`config.mk`:
```
export PLATFORM = sky130hd
export DESIGN_NAME = pci_parity_unit
export DESIGN_NICKNAME = d
export VERILOG_FILES = /design/src/rtl/pci_par_pkg.sv /design/src/rtl/pci_par_tree.sv /design/src/rtl/pci_par_drive.sv /design/src/rtl/pci_par_check.sv /design/src/rtl/pci_par_report.sv /design/src/rtl/pci_parity_unit.sv
export SDC_FILE = /design/constraint.sdc
export NUM_CORES = 1
export LEC_CHECK = 0
export ABC_AREA = 1
export BUFFER_PORTS_ARGS = -buffer_cell sky130_fd_sc_hd__buf_2
export CAP_MARGIN = 20
export CORE_MARGIN = 5
export CORE_UTILIZATION = 45
export CTS_CLUSTER_DIAMETER = 80
export DETAILED_ROUTE_END_ITERATION = 8
export GPL_ROUTABILITY_DRIVEN = 0
export PLACE_DENSITY = 0.79
export SLEW_MARGIN = 0
export SYNTH_ARGS = -nofsm -noshare
export SYNTH_HDL_FRONTEND = slang
export SYNTH_SLANG_ARGS = --single-unit
```
`constraint.sdc`:
```
create_clock -name clk_i -period 1 [get_ports clk_i]
set_input_delay 0.1 -clock clk_i [delete_from_list [all_inputs] [get_ports clk_i]]
set_output_delay 0.1 -clock clk_i [all_outputs]
set_load 0.02 [all_outputs]
```
`src/rtl/pci_par_pkg.sv`:
```
`timescale 1ns/1ps
package pci_par_pkg;
  typedef enum logic {
    ROUTE_NMI = 1'b0,
    ROUTE_SMI = 1'b1
  } err_route_e;

  typedef struct packed {
    logic addr;
    logic init;
    logic write;
    logic xfer;
  } phase_t;

  // data-phase drive rule: initiator of a write or target of a read
  function automatic logic drives_data(input phase_t p);
    return p.init == p.write;
  endfunction
endpackage

```
`src/rtl/pci_par_tree.sv`:
```
`timescale 1ns/1ps
module pci_par_tree #(
  parameter int W = 36
) (
  input  logic [W-1:0] data_i,
  output logic         par_o
);
  localparam int LVL = (W > 1) ? $clog2(W) : 1;
  localparam int N   = 1 << LVL;

  logic [N-1:0] leaf;

  genvar gi;
  generate
    for (gi = 0; gi < N; gi++) begin : g_leaf
      if (gi < W) begin : g_bit
        assign leaf[gi] = data_i[gi];
      end else begin : g_pad
        assign leaf[gi] = 1'b0;
      end
    end
  endgenerate

  // balanced fold, depth LVL
  always_comb begin
    logic [N-1:0] t;
    t = leaf;
    for (int s = N / 2; s >= 1; s = s / 2) begin
      for (int i = 0; i < s; i++) begin
        t[i] = t[2*i] ^ t[2*i+1];
      end
    end
    par_o = t[0];
  end
endmodule

```
`src/rtl/pci_par_drive.sv`:
```
`timescale 1ns/1ps
module pci_par_drive
  import pci_par_pkg::*;
(
  input  logic   clk_i,
  input  logic   rst_ni,
  input  logic   par_calc_i,
  input  logic   ad_oe_i,
  input  phase_t phase_i,
  output logic   par_o,
  output logic   par_oe_o
);
  logic role_ok;

  always_comb begin
    if (phase_i.addr) role_ok = phase_i.init;
    else              role_ok = drives_data(phase_i);
  end

  always_ff @(posedge clk_i or negedge rst_ni) begin
    if (!rst_ni) begin
      par_o    <= 1'b0;
      par_oe_o <= 1'b0;
    end else begin
      par_o    <= par_calc_i;
      par_oe_o <= ad_oe_i & role_ok;
    end
  end
endmodule

```
`src/rtl/pci_par_check.sv`:
```
`timescale 1ns/1ps
module pci_par_check
  import pci_par_pkg::*;
(
  input  logic   clk_i,
  input  logic   rst_ni,
  input  logic   par_calc_i,
  input  phase_t phase_i,
  input  logic   par_bus_i,
  output logic   det_o
);
  logic chk_now;
  logic cap_vld_q;
  logic cap_par_q;

  assign chk_now = !phase_i.addr & phase_i.xfer & !phase_i.init & phase_i.write;

  // stage 1: capture phase parity; stage 2: compare with delayed bus parity
  always_ff @(posedge clk_i or negedge rst_ni) begin
    if (!rst_ni) begin
      cap_vld_q <= 1'b0;
      cap_par_q <= 1'b0;
      det_o     <= 1'b0;
    end else begin
      cap_vld_q <= chk_now;
      cap_par_q <= par_calc_i;
      det_o     <= cap_vld_q & (par_bus_i != cap_par_q);
    end
  end
endmodule

```
`src/rtl/pci_par_report.sv`:
```
`timescale 1ns/1ps
module pci_par_report
  import pci_par_pkg::*;
(
  input  logic       clk_i,
  input  logic       rst_ni,
  input  logic       det_i,
  input  logic       perr_bus_n_i,
  input  logic       resp_en_i,
  input  err_route_e route_i,
  input  logic       clr_i,
  output logic       perr_n_o,
  output logic       perr_oe_o,
  output logic       sts_o,
  output logic       nmi_o,
  output logic       smi_o
);
  logic drive;
  logic ext_err;
  logic evt;

  assign drive   = det_i & resp_en_i;
  // ignore our own pulse seen back on the wire
  assign ext_err = !perr_bus_n_i & !perr_oe_o;
  assign evt     = det_i | ext_err;

  always_ff @(posedge clk_i or negedge rst_ni) begin
    if (!rst_ni) begin
      perr_n_o  <= 1'b1;
      perr_oe_o <= 1'b0;
      sts_o     <= 1'b0;
      nmi_o     <= 1'b0;
      smi_o     <= 1'b0;
    end else begin
      perr_n_o  <= !drive;
      perr_oe_o <= drive;
      sts_o     <= det_i | (sts_o & !clr_i);
      nmi_o     <= evt & (route_i == ROUTE_NMI);
      smi_o     <= evt & (route_i == ROUTE_SMI);
    end
  end
endmodule

```
`src/rtl/pci_parity_unit.sv`:
```
`timescale 1ns/1ps
module pci_parity_unit
  import pci_par_pkg::*;
#(
  parameter int AD_W = 32
) (
  input  logic              clk_i,
  input  logic              rst_ni,
  input  logic [AD_W-1:0]   ad_i,
  input  logic [AD_W/8-1:0] cbe_i,
  input  logic              ad_oe_i,
  input  logic              addr_phase_i,
  input  logic              irdy_n_i,
  input  logic              trdy_n_i,
  input  logic              is_init_i,
  input  logic              is_write_i,
  input  logic              par_i,
  input  logic              perr_n_i,
  input  logic              perr_resp_en_i,
  input  logic              err_sel_smi_i,
  input  logic              status_clr_i,
  output logic              par_o,
  output logic              par_oe_o,
  output logic              perr_n_o,
  output logic              perr_oe_o,
  output logic              par_err_sts_o,
  output logic              nmi_o,
  output logic              smi_o
);
  localparam int BE_W  = AD_W / 8;
  localparam int TOT_W = AD_W + BE_W;

  phase_t     phase;
  logic       par_calc;
  logic       det;
  err_route_e route;

  assign phase.addr  = addr_phase_i;
  assign phase.init  = is_init_i;
  assign phase.write = is_write_i;
  assign phase.xfer  = !irdy_n_i & !trdy_n_i;
  assign route       = err_route_e'(err_sel_smi_i);

  // one tree shared by drive and check paths
  pci_par_tree #(.W(TOT_W)) u_tree (
    .data_i ({ad_i, cbe_i}),
    .par_o  (par_calc)
  );

  pci_par_drive u_drive (
    .clk_i      (clk_i),
    .rst_ni     (rst_ni),
    .par_calc_i (par_calc),
    .ad_oe_i    (ad_oe_i),
    .phase_i    (phase),
    .par_o      (par_o),
    .par_oe_o   (par_oe_o)
  );

  pci_par_check u_check (
    .clk_i      (clk_i),
    .rst_ni     (rst_ni),
    .par_calc_i (par_calc),
    .phase_i    (phase),
    .par_bus_i  (par_i),
    .det_o      (det)
  );

  pci_par_report u_report (
    .clk_i        (clk_i),
    .rst_ni       (rst_ni),
    .det_i        (det),
    .perr_bus_n_i (perr_n_i),
    .resp_en_i    (perr_resp_en_i),
    .route_i      (route),
    .clr_i        (status_clr_i),
    .perr_n_o     (perr_n_o),
    .perr_oe_o    (perr_oe_o),
    .sts_o        (par_err_sts_o),
    .nmi_o        (nmi_o),
    .smi_o        (smi_o)
  );
endmodule

```
==> impl_metrics.py <==
metrics = {
    "worst_setup_path": {
        "worst-path-buf-inv": 1,
        "cp-end-kind": "output pin",
        "cp_cell_sequence": "buf_6",
        "path_class": "flip-flop to output pin",
        "timing.critical_path.arrival_ns": 0.88,
        "cp_data_required_time_ns": 0.90,
        "start_kind": "flip-flop",
        "crit_fanout": 1,
        "r2r_slack_ns": 0.29,
        "max_stage_delay_ns": 0.52,
        "critPathSlowestCell": "dfstp_2",
        "cp_top_family": "flip-flops",
    },
    "floorplanning": {
        "start_util_pct": 48.0,
        "row_count": 18,
        "die_area_sq_mm": 0.00386,
        "die_w_um": 62.1,
        "io_pins": 56,
        "fp.coreArea_sq_mm": 0.00254,
        "dieHeight_um": 62.1,
    },
    "status": {
        "status": "finished clean",
    },
    "place": {
        "portBuffers": 55,
        "place_ws_ns": -0.117,
        "hpwl_um": 2310,
    },
    "global_route": {
        "grt_pass1_vias": 1210,
        "grt-ovfl-total": 0,
        "grt_first_pass_wirelength_um": 4110,
        "grt_max_degree": 10,
        "grt.total_usage_pct": 13.5,
        "antenna_found_initial": 0,
    },
    "routing": {
        "avgRoutedWirePerCell_um": 7.56,
        "drt_iter0_markers": 23,
        "via_count": 1506,
        "drt-total-wl_um": 2620,
        "drcViolationCount": 0,
        "drt-vias-per-instance": 4.34,
        "drtAntennaViolNets": 0,
        "drtPass1Iterations": 3,
    },
    "pwr": {
        "p_int_mw": 0.797,
        "power_frac_comb_pct": 48.9,
        "power_density_mw_per_mm2": 816,
        "p_sw_mw": 0.506,
        "switching_share_pct": 38.9,
        "peakVddDrop_mv": 0.899,
        "pwr-share-clk_pct": 20.5,
        "p_seq_share_pct": 30.7,
        "p_total_mw": 1.30,
        "p_leak_nw": 1.15,
    },
    "cells_and_area": {
        "drive_above_1_share_pct": 26.2,
        "nNetsFinal": 367,
        "n_antenna_cell": 0,
        "syn2layout_area_growth_pct": 30.7,
        "fin_util_pct": 62.7,
    },
    "synth": {
        "ys_seq_area_share_pct": 18.5,
        "ys_types": 16,
        "syn_area_per_cell_sq_um": 4.79,
        "ys_top_cells_by_area": "nand2_1 (52%), dfrtp_1 (16%), inv_1 (10%)",
        "synthesis.nets": 304,
        "ys_ff_latch": 9,
        "synth_largest_area_cell": "nand2_1",
        "netlist_area_sq_mm": 0.00122,
        "yosysWarnings": 0,
        "synth.top_cell.area_share_pct": 51.6,
        "synthCells": 255,
    },
    "clock_tree": {
        "cts_setup_buffers": 0,
        "clkSlewWorstSetupHoldPaths_ns": 0.06,
        "clock_path_buffers": 2,
        "cts_htree_levels": 1,
        "cts_tree": "yes",
        "cts-buffers-inserted": 3,
        "clock-sinks": 9,
        "cts-root-buf": "clkbuf_4",
        "insertion_delay_ns": 0.25,
    },
    "sta": {
        "fmax_mhz": 1020,
        "fin_crit_sh_pct": 97.6,
        "setup_slack_ns": 0.0242,
        "relSlewSlack_pct": 85.7,
        "final-setup-viol-count": 0,
        "fin_worst_skew_ns": 0.00330,
        "min_period_ns": 0.976,
        "report.final.hold_viol_count": 0,
        "hold_slack_ns": 0.0287,
        "tightest_slew_ns": 0.213,
        "slew_viol_final": 0,
        "rsz0062_at_grt": "true",
        "tns_ns": 0,
    },
    "min_path": {
        "hp-class": "input pin to flip-flop",
    },
    "flow_run": {
        "max-cap-violations": 0,
    },
}
cell usage in the layout, fill, tap and decap left out:
cell,count
nand2_1,168
buf_2,54
inv_1,33
nand2_2,14
inv_2,9
nor2_1,8
dfrtp_1,8
nand3_1,5
clkbuf_4,3
dlygate4sd3_1,3
xor2_1,2
o21ai_0,1
a21oi_1,1
o21bai_1,1
nor2_2,1
xnor2_1,1
nor3_1,1
and3b_1,1
clkbuf_1,1
buf_6,1
dfstp_2,1
cells in the mapped netlist, drive strengths merged:
cell type and n:
nand2 182, inv 42, nor2 9, dfrtp 8, nand3 5, xor2 2, a21oi 1, and3b 1
dfstp 1, nor3 1, o21ai 1, o21bai 1, xnor2 1
kinds of logic (layout without fill, tap and decap cells):
logic type / Yosys count / count (layout) / synth area share (%)
XOR/XNOR: 3 / 3 / 2.15
flip-flops: 9 / 9 / 18.5
AO/OA/AOI/OAI: 3 / 3 / 1.43
buffers and inverters: 42 / 104 / 12.9
AND/OR/NAND/NOR: 198 / 198 / 65.0
metrics by stage:
step / instance area, sq um / cells
finish: 1600 / 347
global route: 1600 / 347
CTS: 1590 / 347
detailed placement: 1530 / 340
global placement: 1530 / 340
floorplan: 1220 / 255
registers in the layout (all words and copies together) (netlist names):
name	count
u_check.cap_par_q	1
u_check.cap_vld_q	1
u_check.det_o	1
u_drive.par_oe_o	1
u_report.nmi_o	1
u_report.perr_n_o	1
u_report.perr_oe_o	1
u_report.smi_o	1
u_report.sts_o	1
final timing paths:
kind,start,cells past startpoint,endpoint
worst max-delay path,u_report.perr_n_o,1,perr_n_o
worst min-delay path,is_init_i,2,u_drive.par_oe_o
worst max register to register,u_report.perr_oe_o,3,u_report.nmi_o
worst min register to register,u_check.det_o,1,u_report.perr_n_o
max in group asynchronous,rst_ni,2,u_report.perr_n_o
min in group asynchronous,rst_ni,2,u_report.smi_o
power groups by stage:
stage	Combinational, mW	Clock [mW]	Sequential [mW]
floorplan	0.395	0	0.432
global route	0.736	0.301	0.405
finish	0.637	0.267	0.400
CTS	0.641	0.280	0.400
global placement	0.616	0	0.406
detailed placement	0.630	0	0.406
layout make-up:
cell class	instances	area [sq um]
repair buffers	58	312
fillers	262	948
well taps	30	37.5
flip-flops and latches	9	226
multi-input cells	204	837
clock buffers	4	26.3
inverters	42	158
what timing repair did:
item                       CTS  global route
hold buffers                 3             0
cloned                       0             0
setup endpoints to repair    1             1
gates resized for setup      1             1
hold endpoints to repair    11             0
layer usage:
layer	GRT usage (%)	routed length, um	up-vias
met5	0	0	-
li1	-	-	861
met3	1.86	175	0
met4	2.73	0	0
met2	27.5	1340	29
met1	14.2	1110	616
Note: power is estimated with default switching activity, not from simulation.
